**src/rtl/bank_track_pkg.sv**
```systemverilog
package bank_track_pkg;
  typedef enum logic [2:0] {
    CMD_NOP     = 3'd0,
    CMD_ACT     = 3'd1,
    CMD_PRE     = 3'd2,
    CMD_PRE_ALL = 3'd3,
    CMD_RW      = 3'd4
  } bt_cmd_e;

  typedef enum logic [1:0] {
    ST_IDLE = 2'd0,
    ST_HIT  = 2'd1,
    ST_MISS = 2'd2
  } bt_stat_e;
endpackage

```
**src/rtl/bt_slot.sv**
```systemverilog
module bt_slot #(
  parameter int KEY_W = 4,
  parameter int ROW_W = 14
) (
  input  logic             clk_i,
  input  logic             rst_ni,
  input  logic             set_i,
  input  logic             clr_i,
  input  logic [KEY_W-1:0] key_i,
  input  logic [ROW_W-1:0] row_i,
  output logic             vld_o,
  output logic [KEY_W-1:0] key_o,
  output logic [ROW_W-1:0] row_o
);
  always_ff @(posedge clk_i or negedge rst_ni) begin
    if (!rst_ni) begin
      vld_o <= 1'b0;
      key_o <= '0;
      row_o <= '0;
    end else if (clr_i) begin
      vld_o <= 1'b0;
    end else if (set_i) begin
      vld_o <= 1'b1;
      key_o <= key_i;
      row_o <= row_i;
    end
  end
endmodule

```
**src/rtl/bt_match.sv**
```systemverilog
module bt_match #(
  parameter int NUM_SLOTS = 4,
  parameter int KEY_W     = 4,
  parameter int ROW_W     = 14,
  parameter int SLOT_W    = 2
) (
  input  logic [NUM_SLOTS-1:0]       vld_i,
  input  logic [NUM_SLOTS*KEY_W-1:0] key_i,
  input  logic [NUM_SLOTS*ROW_W-1:0] row_i,
  input  logic [KEY_W-1:0]           q_key_i,
  input  logic [ROW_W-1:0]           q_row_i,
  output logic                       found_o,
  output logic [SLOT_W-1:0]          idx_o,
  output logic                       row_eq_o
);
  // keys are unique among valid slots, so at most one matches
  always_comb begin
    found_o  = 1'b0;
    idx_o    = '0;
    row_eq_o = 1'b0;
    for (int s = 0; s < NUM_SLOTS; s++) begin
      if (vld_i[s] && key_i[s*KEY_W +: KEY_W] == q_key_i) begin
        found_o  = 1'b1;
        idx_o    = SLOT_W'(s);
        row_eq_o = (row_i[s*ROW_W +: ROW_W] == q_row_i);
      end
    end
  end
endmodule

```
**src/rtl/bt_free_pick.sv**
```systemverilog
module bt_free_pick #(
  parameter int NUM_SLOTS = 4,
  parameter int SLOT_W    = 2
) (
  input  logic [NUM_SLOTS-1:0] vld_i,
  output logic                 any_free_o,
  output logic [SLOT_W-1:0]    idx_o
);
  always_comb begin
    any_free_o = 1'b0;
    idx_o      = '0;
    for (int s = NUM_SLOTS - 1; s >= 0; s--) begin
      if (!vld_i[s]) begin
        any_free_o = 1'b1;
        idx_o      = SLOT_W'(s);
      end
    end
  end
endmodule

```
**src/rtl/bank_track_table.sv**
```systemverilog
module bank_track_table
  import bank_track_pkg::*;
#(
  parameter int NUM_CS    = 2,
  parameter int NUM_BANKS = 8,
  parameter int ROW_W     = 14,
  parameter int NUM_SLOTS = 4,
  parameter int NUM_LK    = 2,
  localparam int CS_W     = (NUM_CS > 1) ? $clog2(NUM_CS) : 1,
  localparam int BANK_W   = (NUM_BANKS > 1) ? $clog2(NUM_BANKS) : 1,
  localparam int SLOT_W   = (NUM_SLOTS > 1) ? $clog2(NUM_SLOTS) : 1
) (
  input  logic                     clk_i,
  input  logic                     rst_ni,
  input  logic                     close_page_i,
  input  logic                     upd_valid_i,
  input  logic [2:0]               upd_cmd_i,
  input  logic [CS_W-1:0]          upd_cs_i,
  input  logic [BANK_W-1:0]        upd_bank_i,
  input  logic [ROW_W-1:0]         upd_row_i,
  output logic                     act_stall_o,
  input  logic [NUM_LK*CS_W-1:0]   lk_cs_i,
  input  logic [NUM_LK*BANK_W-1:0] lk_bank_i,
  input  logic [NUM_LK*ROW_W-1:0]  lk_row_i,
  output logic [NUM_LK*2-1:0]      lk_stat_o,
  output logic [NUM_LK*SLOT_W-1:0] lk_slot_o
);
  localparam int KEY_W = CS_W + BANK_W;

  logic [NUM_SLOTS-1:0]       slot_vld;
  logic [NUM_SLOTS*KEY_W-1:0] slot_key;
  logic [NUM_SLOTS*ROW_W-1:0] slot_row;
  logic [NUM_SLOTS-1:0]       slot_set;
  logic [NUM_SLOTS-1:0]       slot_clr;

  bt_cmd_e          cmd;
  logic [KEY_W-1:0] upd_key;
  logic             upd_found, upd_row_eq, any_free;
  logic [SLOT_W-1:0] upd_idx, free_idx;
  logic             is_act, is_pre, is_pall, is_rw;

  assign cmd     = bt_cmd_e'(upd_cmd_i);
  assign upd_key = {upd_cs_i, upd_bank_i};
  assign is_act  = upd_valid_i && cmd == CMD_ACT;
  assign is_pre  = upd_valid_i && cmd == CMD_PRE;
  assign is_pall = upd_valid_i && cmd == CMD_PRE_ALL;
  assign is_rw   = upd_valid_i && cmd == CMD_RW;

  bt_match #(
    .NUM_SLOTS(NUM_SLOTS), .KEY_W(KEY_W), .ROW_W(ROW_W), .SLOT_W(SLOT_W)
  ) u_upd_match (
    .vld_i(slot_vld), .key_i(slot_key), .row_i(slot_row),
    .q_key_i(upd_key), .q_row_i(upd_row_i),
    .found_o(upd_found), .idx_o(upd_idx), .row_eq_o(upd_row_eq)
  );

  bt_free_pick #(.NUM_SLOTS(NUM_SLOTS), .SLOT_W(SLOT_W)) u_free (
    .vld_i(slot_vld), .any_free_o(any_free), .idx_o(free_idx)
  );

  assign act_stall_o = is_act && !upd_found && !any_free;

  for (genvar s = 0; s < NUM_SLOTS; s++) begin : g_slot
    logic own;
    assign own = upd_found && upd_idx == SLOT_W'(s);
    // activate rewrites its own slot or claims the lowest free one
    assign slot_set[s] = is_act &&
                         (own || (!upd_found && any_free && free_idx == SLOT_W'(s)));
    assign slot_clr[s] = is_pall || (is_pre && own) ||
                         (is_rw && close_page_i && own);

    bt_slot #(.KEY_W(KEY_W), .ROW_W(ROW_W)) u_slot (
      .clk_i (clk_i),
      .rst_ni(rst_ni),
      .set_i (slot_set[s]),
      .clr_i (slot_clr[s]),
      .key_i (upd_key),
      .row_i (upd_row_i),
      .vld_o (slot_vld[s]),
      .key_o (slot_key[s*KEY_W +: KEY_W]),
      .row_o (slot_row[s*ROW_W +: ROW_W])
    );
  end

  for (genvar p = 0; p < NUM_LK; p++) begin : g_lk
    logic             found, row_eq;
    logic [SLOT_W-1:0] idx;
    bt_stat_e         stat;

    bt_match #(
      .NUM_SLOTS(NUM_SLOTS), .KEY_W(KEY_W), .ROW_W(ROW_W), .SLOT_W(SLOT_W)
    ) u_lk_match (
      .vld_i(slot_vld), .key_i(slot_key), .row_i(slot_row),
      .q_key_i({lk_cs_i[p*CS_W +: CS_W], lk_bank_i[p*BANK_W +: BANK_W]}),
      .q_row_i(lk_row_i[p*ROW_W +: ROW_W]),
      .found_o(found), .idx_o(idx), .row_eq_o(row_eq)
    );

    always_comb begin
      if (!found)      stat = ST_IDLE;
      else if (row_eq) stat = ST_HIT;
      else             stat = ST_MISS;
    end

    assign lk_stat_o[p*2 +: 2]           = stat;
    assign lk_slot_o[p*SLOT_W +: SLOT_W] = idx;
  end

  logic unused_row_eq;
  assign unused_row_eq = upd_row_eq;
endmodule

```
**config.mk**
```make
export PLATFORM = sky130hd
export DESIGN_NAME = bank_track_table
export DESIGN_NICKNAME = d
export VERILOG_FILES = /design/src/rtl/bank_track_pkg.sv /design/src/rtl/bt_slot.sv /design/src/rtl/bt_match.sv /design/src/rtl/bt_free_pick.sv /design/src/rtl/bank_track_table.sv
export SDC_FILE = /design/constraint.sdc
export NUM_CORES = 1
export LEC_CHECK = 0
export BUFFER_PORTS_ARGS = -buffer_cell sky130_fd_sc_hd__buf_2
export CORE_ASPECT_RATIO = 1.5
export CORE_MARGIN = 5
export CORE_UTILIZATION = 58
export CTS_CLUSTER_SIZE = 40
export DETAILED_ROUTE_END_ITERATION = 10
export GPL_TIMING_DRIVEN = 1
export PLACE_DENSITY = 0.87
export SYNTH_ARGS = -nofsm -noshare
export SYNTH_HDL_FRONTEND = slang
export SYNTH_SLANG_ARGS = --single-unit
```
**constraint.sdc**
```tcl
create_clock -name clk_i -period 2.69 [get_ports clk_i]
set_input_delay 0.1345 -clock clk_i [delete_from_list [all_inputs] [get_ports clk_i]]
set_output_delay 0.1345 -clock clk_i [all_outputs]
set_load 0.05 [all_outputs]
```
; ---- Word level (Yosys, flattened, before mapping)
; Index checks and enable logic that the tools add are counted.
[totals]
romBits = 0
output_inout_bits = 9
latch_bits = 0
reg_bits = 76
input_bits = 61
mem_bits_rw = 0
mem_count = 0
elab_cells = 159
[op_classes]
magnitude_cmp = 0
div_mod_pow = 0
n_reduce_logical = 64
shifts = 0
n_eq_ne = 30
bitwise_logic = 4
addsub = 0
multipliers = 0
n_mux = 49
[op_table]
columns = operator, count
row1 = $eq A14 B14 Y1, 8
row2 = $eq A4 B4 Y1, 12
row3 = $logic_and A1 B1 Y1, 40
row4 = $mux W1, 35
row5 = $mux W2, 14
row6 = $logic_or A1 B1 Y1, 12
row7 = $eq A2 B2 Y1 const B, 4
row8 = $reduce_and A2 Y1, 4
row9 = $reduce_bool A2 Y1, 4
row10 = $eq A3 B2 Y1 const B, 2
row11 = $eq A2 B1 Y1 const B, 2
row12 = $logic_not A2 Y1, 2
row13 = $not A1 Y1, 4
row14 = $eq A3 B1 Y1 const B, 1
row15 = $eq A3 B3 Y1 const B, 1
row16 = $logic_not A1 Y1, 2

; ---- Depth between registers and ports, before layout
; Gate-level depths: netlist (run 1).
[logic_depth]
depth_word = 13
depth_mapped = 9
depth_no_buf = 6

; ---- Cells and area by module
; A second synthesis (run 1) with hierarchy kept.
[unflattened]
hier_cells = 536
area_unflattened_um2 = 5886.9
[modules_own_cells]
columns = module, area_each_um2, cells_each, n_inst, seq_area_each_um2
row1 = bt_slot, 768.2, 42, 4, 475.5
row2 = bt_match, 863.3, 111, 3, 0.0
row3 = bank_track_table, 195.2, 30, 1, 0.0
row4 = bt_free_pick, 28.8, 5, 1, 0.0

; ---- Worst setup path after synthesis (run 1)
; No wires, ideal clock.
[synth_timing]
kind = reg-to-output
start = reg g_slot[3].u_slot.key_o[3]
end = out act_stall_o
setup_slack_ps = -216
arrival_ps = 2772
required_ps = 2556
stages_incl_launch_ff = 5
n_path_buf = 0
cell_sequence = dfrtp_1 > xor2_1 > nor4_4 > or2_2 > nor4b_1
[synth_via]
elab_chain_len = 6
[synth_lines]
columns = element, line
row1 = start: declaration, bt_slot.sv:12  ; output logic [KEY_W-1:0] key_o,
row2 = start signal: assignment, bt_slot.sv:24  ; key_o <= key_i;
row3 = $eq A4 B4 Y1, bt_match.sv:22  ; if (vld_i[s] && key_i[s*KEY_W +: KEY_W] == q_key_i) begin
row4 = $logic_and A1 B1 Y1, bt_match.sv:22
row5 = $mux W1, bt_match.sv:22
row6 = $logic_not A1 Y1, bank_track_table.sv:61  ; assign act_stall_o = is_act && !upd_found && !any_free;
row7 = $logic_and A1 B1 Y1 (2 in a row), bank_track_table.sv:61
row8 = end: declaration, bank_track_table.sv:21  ; output logic act_stall_o,
; Every way passes these cells.

; ---- Worst setup path in the final report (run 1)
[layout_timing]
start = reg g_slot[1].u_slot.row_o[4]
end = out lk_stat_o[0]
[layout_via]
elab_chain_len = 6
[layout_lines]
columns = element, line
row1 = start: declaration, bt_slot.sv:13  ; output logic [ROW_W-1:0] row_o
row2 = start signal: assignment, bt_slot.sv:25  ; row_o <= row_i;
row3 = $eq A14 B14 Y1, bt_match.sv:25  ; row_eq_o = (row_i[s*ROW_W +: ROW_W] == q_row_i);
row4 = $mux W1 (3 in a row), bt_match.sv:22
row5 = $mux W2, bank_track_table.sv:101  ; else if (row_eq) stat = ST_HIT;
row6 = $mux W2, bank_track_table.sv:100  ; if (!found) stat = ST_IDLE;
row7 = end: declaration, bank_track_table.sv:25  ; output logic [NUM_LK*2-1:0] lk_stat_o,
; Every way passes these cells.

==> qor.yml, run 1 <==
worst_setup_path:
  cp_data_arrival_time_ns: 2.41
  path_cells: "xor2_1 -> nor4_1 -> nand3_1 -> nor3_1 -> nand2b_1 -> a31oi_1 -> buf_2"
  start_kind: "flip-flop"
  crit_fanout: 3
  slowest_stage: "dfrtp_1"
  worstSetupPathType: "flip-flop to output pin"
  required_ns: 2.56
  max_stage_delay_ns: 0.41
  worstSetupEndpointType: "output pin"
timing:
  tightestPinTransition_ns: 0.531
  setup_violations: 0
  hold_viol: 0
  min_period_over_period_pct: 94.6
  fmax_ghz: 0.393
  maxSlewHeadroom_pct: 64.3
  clock_skew_ns: 0.00577
  finalCriticalPeriod_ns: 2.55
  grt_setup_unrepaired: "false"
  drv_slew: 0
  tns_ns: 0
power_and_ir_drop:
  switchingPower_w: 0.00170
  swShare_pct: 35.8
  p_clk_share_pct: 22.1
  ir_worst_vdd_mv: 0.607
  power.leakage_nw: 2.58
  p_comb_share_pct: 35.9
  seqPwrFrac_pct: 42.0
  intPower_w: 0.00305
  powerDensity_mw_per_mm2: 821
clocking:
  cts_tree: "yes"
  clock_sinks: 76
  cts_made_buffers: 9
  clk_path_buf_depth: 2
  clk_pin_slew_ns: 0.06
  clockRootBuffer: "clkbuf_16"
  cts_setup_buffers: 0
  cts_max_level: 3
  clk_latency_ns: 0.33
logic_synthesis:
  synth_edf_count: 0
  yosys.cell_types.count: 45
  synthArstFlopShare_pct: 100
  yosysTopAreaCell: "dfrtp_1"
  ys_seq_area_share_pct: 37.2
  syn_inst: 445
  synth_area_leaders: "dfrtp_1 (37%), xnor2_1 (17%), xor2_1 (11%)"
  avgSynthCellArea_um2: 11.5
  syn_area_mm2: 0.00511
  synth_flop_cell: "dfrtp_1"
  synth_seq_cells: 76
  synth_warnings: 0
  synth_nets: 506
  synth_top_area_share_pct: 37.2
global_routing:
  grt_pass1_wl_mm: 21.3
  grt.busiest_layer: "met2"
  grtUsageTotal_pct: 26.1
  grt_max_degree: 70
  antenna_found_initial: 0
  grt_remaining_overflow: 0
  grt_pass1_vias: 4017
  grt_use_met1_pct: 28.8
  globalRouteMet3Util_pct: 4.15
  met2_usage_pct: 46.0
run_status:
  status: "finished clean"
hold_path:
  hp-class: "input pin to flip-flop"
place:
  numPortBuffers: 69
  dpl.hpwl_mm: 10.3
  globalplace.congestion: 0.944
  dp.cells: 612
floorplanning:
  coreArea_mm2: 0.00872
  initial_core_util_pct: 58.6
  ioPinCount: 70
  die_w_um: 86.7
  fp-row-count: 42
  die_h_um: 125
  dieArea_mm2: 0.0108
routing:
  ant_nets: 0
  drt_iter0_drc: 167
  wl_per_cell_um: 21.4
  dr.pass1.iters: 4
  vias: 3660
  drc: 0
  viasPerCell: 5.83
  wl_mm: 13.4
finish:
  area_delta_synth_final_pct: 13.3
  num_antenna_cells: 0
  drive_above_1_share_pct: 33.2
  layout.nets: 575
  instances_no_fill: 628
flow_run:
  maxCapViolCount: 0
logic make-up (layout without fill, tap and decap cells):
family,Yosys count,in the layout,share of synthesized area (%)
AOI/OAI and AO/OA,19,19,3.26
and+or+nand+nor,93,93,10.8
muxes,73,73,18.0
DFF,76,76,37.2
buffers and inverters,24,97,3.28
xor gates and xnor gates,160,160,27.4
worst paths after layout:
check	start	depth (start not counted)	slack, ns	to
setup reg to reg	g_slot[2].u_slot.key_o[3]	6	0.41	g_slot[2].u_slot.row_o[1]
hold reg to reg	g_slot[0].u_slot.vld_o	2	0.58	g_slot[0].u_slot.vld_o
hold / removal	upd_row_i[10]	2	0.08	g_slot[2].u_slot.row_o[10]
setup / recovery	g_slot[1].u_slot.row_o[4]	7	0.14	lk_stat_o[0]
max in group asynchronous	rst_ni	3	1.86	g_slot[3].u_slot.key_o[3]
min in group asynchronous	rst_ni	2	0.18	g_slot[2].u_slot.row_o[11]
synth_stat cells, drive strengths merged (2+ instances only):
cell,count
nand3b,2
a21oi,2
xnor2,98
nand2,13
buf,10
nand3,15
dfrtp,76
nor2,6
nor4,16
o21a,2
nand2b,2
a31oi,3
clkbuf,9
inv,5
nor3,11
mux2,72
o31ai,2
nand4,19
xor2,62
per-layer routing:
layer	share of wire (%)	vias to the layer above	wire (um)
met5	0	-	0
met4	5.4	0	729
met3	5.1	44	683
met2	53	131	7150
met1	36	1792	4860
li1	-	1693	-
cell usage in the layout (no fill, tap or decap), types with 6 or more instances in the layout:
master / count
mux2_4: 27
buf_4: 6
nor4_1: 13
xnor2_1: 98
buf_2: 69
dfrtp_1: 76
nand2_1: 13
nand3_1: 15
nand4_1: 19
nor3_1: 8
xor2_1: 62
mux2_2: 45
clkbuf_16: 9
nor2_1: 6
state kept, by name, summed over array words and instances, names as in the netlist:
name	flops
g_slot.u_slot.row_o	56
g_slot.u_slot.key_o	16
g_slot.u_slot.vld_o	4
area by class of cell:
type                            instances  area, um2
Clock inverter                          3       15.0
Tap cell                              110        138
Sequential cell                        76       1900
Inverter                                5       18.8
Fill cell                             692       2930
Multi-Input combinational cell        345       3060
Clock buffer                           12        236
Timing Repair Buffer                   77        420
what timing repair did:
action	4_1_cts	5_1_grt
hold buffers	1	0
gates resized for setup	0	2
endpoints found under the setup margin	0	2
endpoints found under the hold margin	10	0
power groups by stage:
stage                     logic [W]  registers (W)  clock network [W]
after global placement      0.00163        0.00198                  0
after detailed placement    0.00168        0.00201                  0
final                       0.00171        0.00200            0.00105
after CTS                   0.00170        0.00200            0.00107
after global routing        0.00183        0.00205            0.00113
after floorplan             0.00129        0.00188                  0
critical path, delay by kind of cell (launching register included):
| kind | cells | cell delay [ns] |
|---|---|---|
| AOI/OAI and AO/OA | 1 | 0.18 |
| and+or+nand+nor | 4 | 0.99 |
| buffers and inverters | 1 | 0.29 |
| DFF | 1 | 0.41 |
| xor gates and xnor gates | 1 | 0.21 |
through the flow:
stage / worst slack (ns) / utilization (%) / total power, W / cell area, um2 / hold WS (ns)
6_report: 0.145 / 66.4 / 0.00476 / 5790 / 0.0776
5_1_grt: 0.0124 / 66.4 / 0.00500 / 5790 / 0.0768
4_1_cts: 0.168 / 66.3 / 0.00477 / 5780 / 0.0658
3_5_place_dp: 0.437 / 63.3 / 0.00368 / 5520 / -0.000953
3_3_place_gp: 0.481 / 63.3 / 0.00361 / 5520 / -0.00424
2_1_floorplan: 0.213 / - / 0.00317 / 5120 / -0.161
Power figures use the tool's default switching activity.
==> run 2, diff against run 1 <==
--- a/config.mk
+++ b/config.mk
@@ -5,7 +5,7 @@
 export SDC_FILE = /design/constraint.sdc
 export NUM_CORES = 1
 export LEC_CHECK = 0
-export BUFFER_PORTS_ARGS = -buffer_cell sky130_fd_sc_hd__buf_2
+export BUFFER_PORTS_ARGS = -buffer_cell sky130_fd_sc_hd__buf_4
 export CORE_ASPECT_RATIO = 1.5
 export CORE_MARGIN = 5
 export CORE_UTILIZATION = 58
==> constraint.sdc (replaced) <==
create_clock -name clk_i -period 2.69 [get_ports clk_i]
set_input_delay 0.538 -clock clk_i [delete_from_list [all_inputs] [get_ports clk_i]]
set_output_delay 0.538 -clock clk_i [all_outputs]
set_load 0.05 [all_outputs]
==> qor.yml, run 2 (same netlist as run 1, synthesis figures left out) <==
run_status:
  status: "finished, violations left"
  violations: "setup timing"
flow_run:
  maxCapViolCount: 0
place:
  dpl.hpwl_mm: 10.8
  dp.cells: 622
  numPortBuffers: 69
  globalplace.congestion: 0.921
global_routing:
  grt_remaining_overflow: 0
  antenna_found_initial: 0
  grt_pass1_vias: 4283
  grtUsageTotal_pct: 27.7
  grt_max_degree: 77
  grt_pass1_wl_mm: 22.6
floorplanning:
  die_h_um: 125
  ioPinCount: 70
  coreArea_mm2: 0.00872
  die_w_um: 86.7
  fp-row-count: 42
  dieArea_mm2: 0.0108
  initial_core_util_pct: 58.6
finish:
  mostFrequentLayoutCell: "xnor2_1"
  top_register: "g_slot.u_slot.row_o"
  nFillCells: 586
  area_delta_synth_final_pct: 26.5
  final_cell_mix: "xnor2_1 (94), buf_4 (86), dfrtp_1 (70)"
  instances_no_fill: 645
  drive_above_1_share_pct: 42.2
  largest_reg_flops: 56
  layout.nets: 591
  top_regs: "g_slot.u_slot.row_o (56), g_slot.u_slot.key_o (16), g_slot.u_slot.vld_o (4)"
  postLayoutCoreUtil_pct: 74.1
  num_antenna_cells: 0
timing:
  drv_slew: 0
  fin_hold_ws_ns: 0.339
  setup_violations: 3
  min_period_over_period_pct: 102
  setup_ws_ns: -0.0559
  maxSlewHeadroom_pct: 35.8
  fmax_ghz: 0.364
  clock_skew_ns: 0.00883
  tns_ns: -0.102
  tightestPinTransition_ns: 0.962
  finalCriticalPeriod_ns: 2.75
  grt_setup_unrepaired: "true"
  hold_viol: 0
worst_setup_path:
  worstSetupPathType: "flip-flop to output pin"
  max_stage_delay_ns: 0.42
  path_cells: "xor2_1 -> nor4_1 -> buf_4 -> nand3_2 -> o31ai_4 -> a21oi_2 -> a31oi_2 -> buf_6"
  slowest_stage: "dfrtp_1"
  crit_fanout: 3
  r2r-start: "g_slot[2].u_slot.key_o[2]"
  required_ns: 2.15
  worstSetupEndpointType: "output pin"
  cp_data_arrival_time_ns: 2.21
  start_kind: "flip-flop"
  critical_path.startpoint: "g_slot[2].u_slot.row_o[11]"
clocking:
  clk_latency_ns: 0.35
  cts_made_buffers: 9
  cts_tree: "yes"
  clockRootBuffer: "clkbuf_16"
  cts_hold_buf: 0
  clk_path_buf_depth: 2
  clk_pin_slew_ns: 0.06
  clock_sinks: 76
  cts_max_level: 3
routing:
  wl_mm: 14.5
  drc: 0
  viasPerCell: 6.00
  wl_per_cell_um: 22.5
  ant_nets: 0
  vias: 3870
  drt_iter0_drc: 161
  dr.pass1.iters: 4
power_and_ir_drop:
  ir_worst_vdd_mv: 0.814
  powerDensity_mw_per_mm2: 838
  power.leakage_nw: 2.81
hold_path:
  hp-class: "input pin to async pin"
==> run 2: path summary, 6_finish.rpt <==
kind / end / cells past startpoint / slack [ns]
hold reg to reg: g_slot[1].u_slot.row_o[4] / 1 / 0.59
max in group asynchronous: g_slot[0].u_slot.row_o[4] / 1 / 1.66
hold / removal: g_slot[3].u_slot.vld_o / 1 / 0.34
setup / recovery: lk_stat_o[0] / 8 / -0.06
setup reg to reg: g_slot[2].u_slot.row_o[4] / 6 / 0.42
min in group clk_i: g_slot[0].u_slot.row_o[3] / 2 / 0.45
==> run 2: area by class of cell <==
class	count	area (um2)	share of cell area [%]
Clock buffer	10	239	3.70
Clock inverter	6	135	2.09
Inverter	5	18.8	0.290
Multi-Input combinational cell	345	3270	50.6
Sequential cell	76	1910	29.5
Tap cell	110	138	2.13
Timing Repair Buffer	93	754	11.7
==> run 2: what timing repair did <==
item / CTS / global route
buffers inserted: 0 / 7
setup endpoints to repair: 4 / 5
resized for setup: 22 / 20
pin swaps: 11 / 14
==> run 2: worst max-delay path: cells and delay by family, from the launching register on <==
kind | cells | cell delay (ns)
flops | 1 | 0.42
simple gates | 2 | 0.39
buf+inv | 2 | 0.35
xor+xnor | 1 | 0.18
compound gates | 3 | 0.52
==> run 2: routing by layer <==
layer  global-route usage, %  part of all wire, %  vias to the layer above
met5                       0                    0                        -
met4                    21.0                  7.1                        0
met3                    3.69                  4.9                       67
met2                    47.9                   53                      158
met1                    29.8                   35                     1932
li1                        -                    -                     1713
==> run 2: power breakdown <==
part / switching, W / leakage (nW) / internal [W]
combinational: 0.000844 / 1.65 / 0.00102
clock: 0.000482 / 0.175 / 0.00102
sequential: 0.000536 / 0.986 / 0.00151
==> run 2: stage by stage <==
| step | power (W) | instance area [um2] | setup slack [ns] |
|---|---|---|---|
| 3_5_place_dp | 0.00376 | 5820 | -0.0355 |
| 4_1_cts | 0.00536 | 6300 | -0.0226 |
| 2_1_floorplan | 0.00318 | 5150 | 0.0334 |
| 3_3_place_gp | 0.00368 | 5820 | 0.0104 |
| 5_1_grt | 0.00565 | 6460 | -0.134 |
| 6_report | 0.00542 | 6460 | -0.0559 |
==> run 3, diff against run 2 <==
--- a/config.mk
+++ b/config.mk
@@ -6,13 +6,16 @@
 export NUM_CORES = 1
 export LEC_CHECK = 0
 export BUFFER_PORTS_ARGS = -buffer_cell sky130_fd_sc_hd__buf_4
+export CELL_PAD_IN_SITES_DETAIL_PLACEMENT = 2
+export CELL_PAD_IN_SITES_GLOBAL_PLACEMENT = 2
 export CORE_ASPECT_RATIO = 1.5
 export CORE_MARGIN = 5
-export CORE_UTILIZATION = 58
+export CORE_UTILIZATION = 39
 export CTS_CLUSTER_SIZE = 40
 export DETAILED_ROUTE_END_ITERATION = 10
 export GPL_TIMING_DRIVEN = 1
-export PLACE_DENSITY = 0.87
+export PLACE_DENSITY = 0.88
 export SYNTH_ARGS = -nofsm -noshare
 export SYNTH_HDL_FRONTEND = slang
+export SYNTH_HIERARCHICAL = 1
 export SYNTH_SLANG_ARGS = --single-unit
==> qor.yml, run 3 <==
timing:
  setup_ws_ns: -0.627
  fin_hold_ws_ns: 0.0530
  hold_viol: 0
  clock_skew_ns: 0.0143
  grt_setup_unrepaired: "true"
  setup_violations: 81
  maxSlewHeadroom_pct: 40.4
  fmax_ghz: 0.301
  drv_slew: 0
  finalCriticalPeriod_ns: 3.32
  tightestPinTransition_ns: 0.890
  min_period_over_period_pct: 123
finish:
  top_register: "g_slot.u_slot/row_o"
  final_cell_mix: "buf_4 (119), xor2_1 (79), dfrtp_1 (67)"
  largest_reg_flops: 56
  mostFrequentLayoutCell: "buf_4"
  num_antenna_cells: 0
  final_area_mm2: 0.00794
  top_regs: "g_slot.u_slot/row_o (56), g_slot.u_slot/key_o (16), g_slot.u_slot/vld_o (4)"
  area_delta_synth_final_pct: 51.1
  postLayoutCoreUtil_pct: 59.6
  drive_above_1_share_pct: 53.6
  layout.nets: 685
clocking:
  cts_hold_buf: 0
  clk_path_buf_depth: 2
  clk_latency_ns: 0.37
  clockRootBuffer: "clkbuf_16"
  clk_pin_slew_ns: 0.07
  clock_sinks: 76
  cts_tree: "yes"
  cts_made_buffers: 9
  cts_max_level: 3
routing:
  wl_mm: 31.1
  ant_nets: 0
  vias: 4953
  drt_iter0_drc: 287
  drc: 0
  wl_per_cell_um: 39.4
  dr.pass1.iters: 5
  viasPerCell: 6.26
hold_path:
  hp-class: "input pin to async pin"
run_status:
  violations: "setup timing"
  status: "finished, violations left"
worst_setup_path:
  start_kind: "flip-flop"
  worstSetupEndpointType: "output pin"
  required_ns: 2.15
  worstSetupPathType: "flip-flop to output pin"
  cp_data_arrival_time_ns: 2.78
  crit_fanout: 4
floorplanning:
  die_w_um: 105
  fp-row-count: 52
  ioPinCount: 70
  initial_core_util_pct: 39.4
  coreArea_mm2: 0.0133
  dieArea_mm2: 0.0160
  die_h_um: 152
logic_synthesis:
  syn_area_mm2: 0.00526
  syn_inst: 457
  avgSynthCellArea_um2: 11.5
  synth_nets: 518
  synth_warnings: 6
flow_run:
  maxCapViolCount: 0
global_routing:
  grt_remaining_overflow: 0
  grtUsageTotal_pct: 34.5
  antenna_found_initial: 0
  grt_pass1_vias: 5550
  grt_pass1_wl_mm: 39.8
  grt_max_degree: 61
place:
  placed_area_mm2: 0.00632
  numPortBuffers: 69
  globalplace.congestion: 0.948
  dpl.hpwl_mm: 15.8
power_and_ir_drop:
  power.leakage_nw: 3.60
  powerDensity_mw_per_mm2: 806
  ir_worst_vdd_mv: 0.699
## run 3: layout make-up
class | instances | area, um2
fillers | 1174 | 5390
multi-input cells | 359 | 3790
flip-flops and latches | 76 | 1910
repair buffers | 167 | 1680
clock buffers | 12 | 246
well taps | 162 | 203
clock inverters | 4 | 72.6
inverters | 11 | 41.3
## run 3: per-layer routing
layer | share of wire, % | GRT usage [%] | wire, um | vias to the layer above
li1 | - | - | - | 1946
met1 | 34 | 34.2 | 10500 | 2562
met2 | 52 | 63.6 | 16200 | 298
met3 | 4.7 | 5.89 | 1470 | 147
met4 | 9.8 | 24.2 | 3050 | 0
met5 | 0 | 0 | 0 | -
## run 3: per-stage QoR
| step | setup slack, ns | std cells | total power (W) | setup TNS, ns |
|---|---|---|---|---|
| final | -0.627 | 791 | 0.00640 | -32.22 |
| after detailed placement | -0.468 | 727 | 0.00398 | -26.47 |
| after global placement | -0.152 | 727 | 0.00374 | -6.63 |
| after CTS | -0.233 | 777 | 0.00572 | -6.53 |
| after global routing | -0.619 | 791 | 0.00653 | -37.18 |
| after floorplan | -0.0357 | 457 | 0.00316 | -1.43 |
## run 3: worst paths after layout
kind                                            startpoint                         end  slack (ns)  cells after the start
max in group asynchronous                           rst_ni   g_slot[2].u_slot/key_o[3]        1.94                      2
worst max-delay path             g_slot[0].u_slot/key_o[3]                lk_stat_o[0]       -0.63                      7
worst min-delay path                                rst_ni  g_slot[3].u_slot/row_o[10]        0.05                      1
worst max register to register   g_slot[0].u_slot/key_o[3]   g_slot[2].u_slot/row_o[4]       -0.53                     12
worst min register to register  g_slot[0].u_slot/row_o[11]  g_slot[0].u_slot/row_o[11]        0.60                      1
min in group clk_i                           upd_row_i[12]  g_slot[3].u_slot/row_o[12]        0.46                      2
## run 3: what timing repair did
action / CTS / global route
gates resized for setup: 102 / 52
pin swaps: 30 / 26
setup endpoints to repair: 78 / 79
cloned: 7 / 1
setup buffers: 30 / 19
## run 3: power breakdown
| part | total, W | internal [W] | switching, W | leakage [nW] |
|---|---|---|---|---|
| registers | 0.00219 | 0.00150 | 0.000690 | 0.987 |
| clock network | 0.00142 | 0.000840 | 0.000577 | 0.153 |
| logic | 0.00280 | 0.00137 | 0.00142 | 2.46 |
| total | 0.00640 | 0.00371 | 0.00269 | 3.60 |
## run 3: critical path: stages (launching register included)
cell,delay (ns)
dfrtp_1,0.49
xor2_1,0.20
nor3_1,0.33
nand3_1,0.31
nor4_4,0.43
a221o_1,0.32
and2_4,0.19
buf_8,0.14
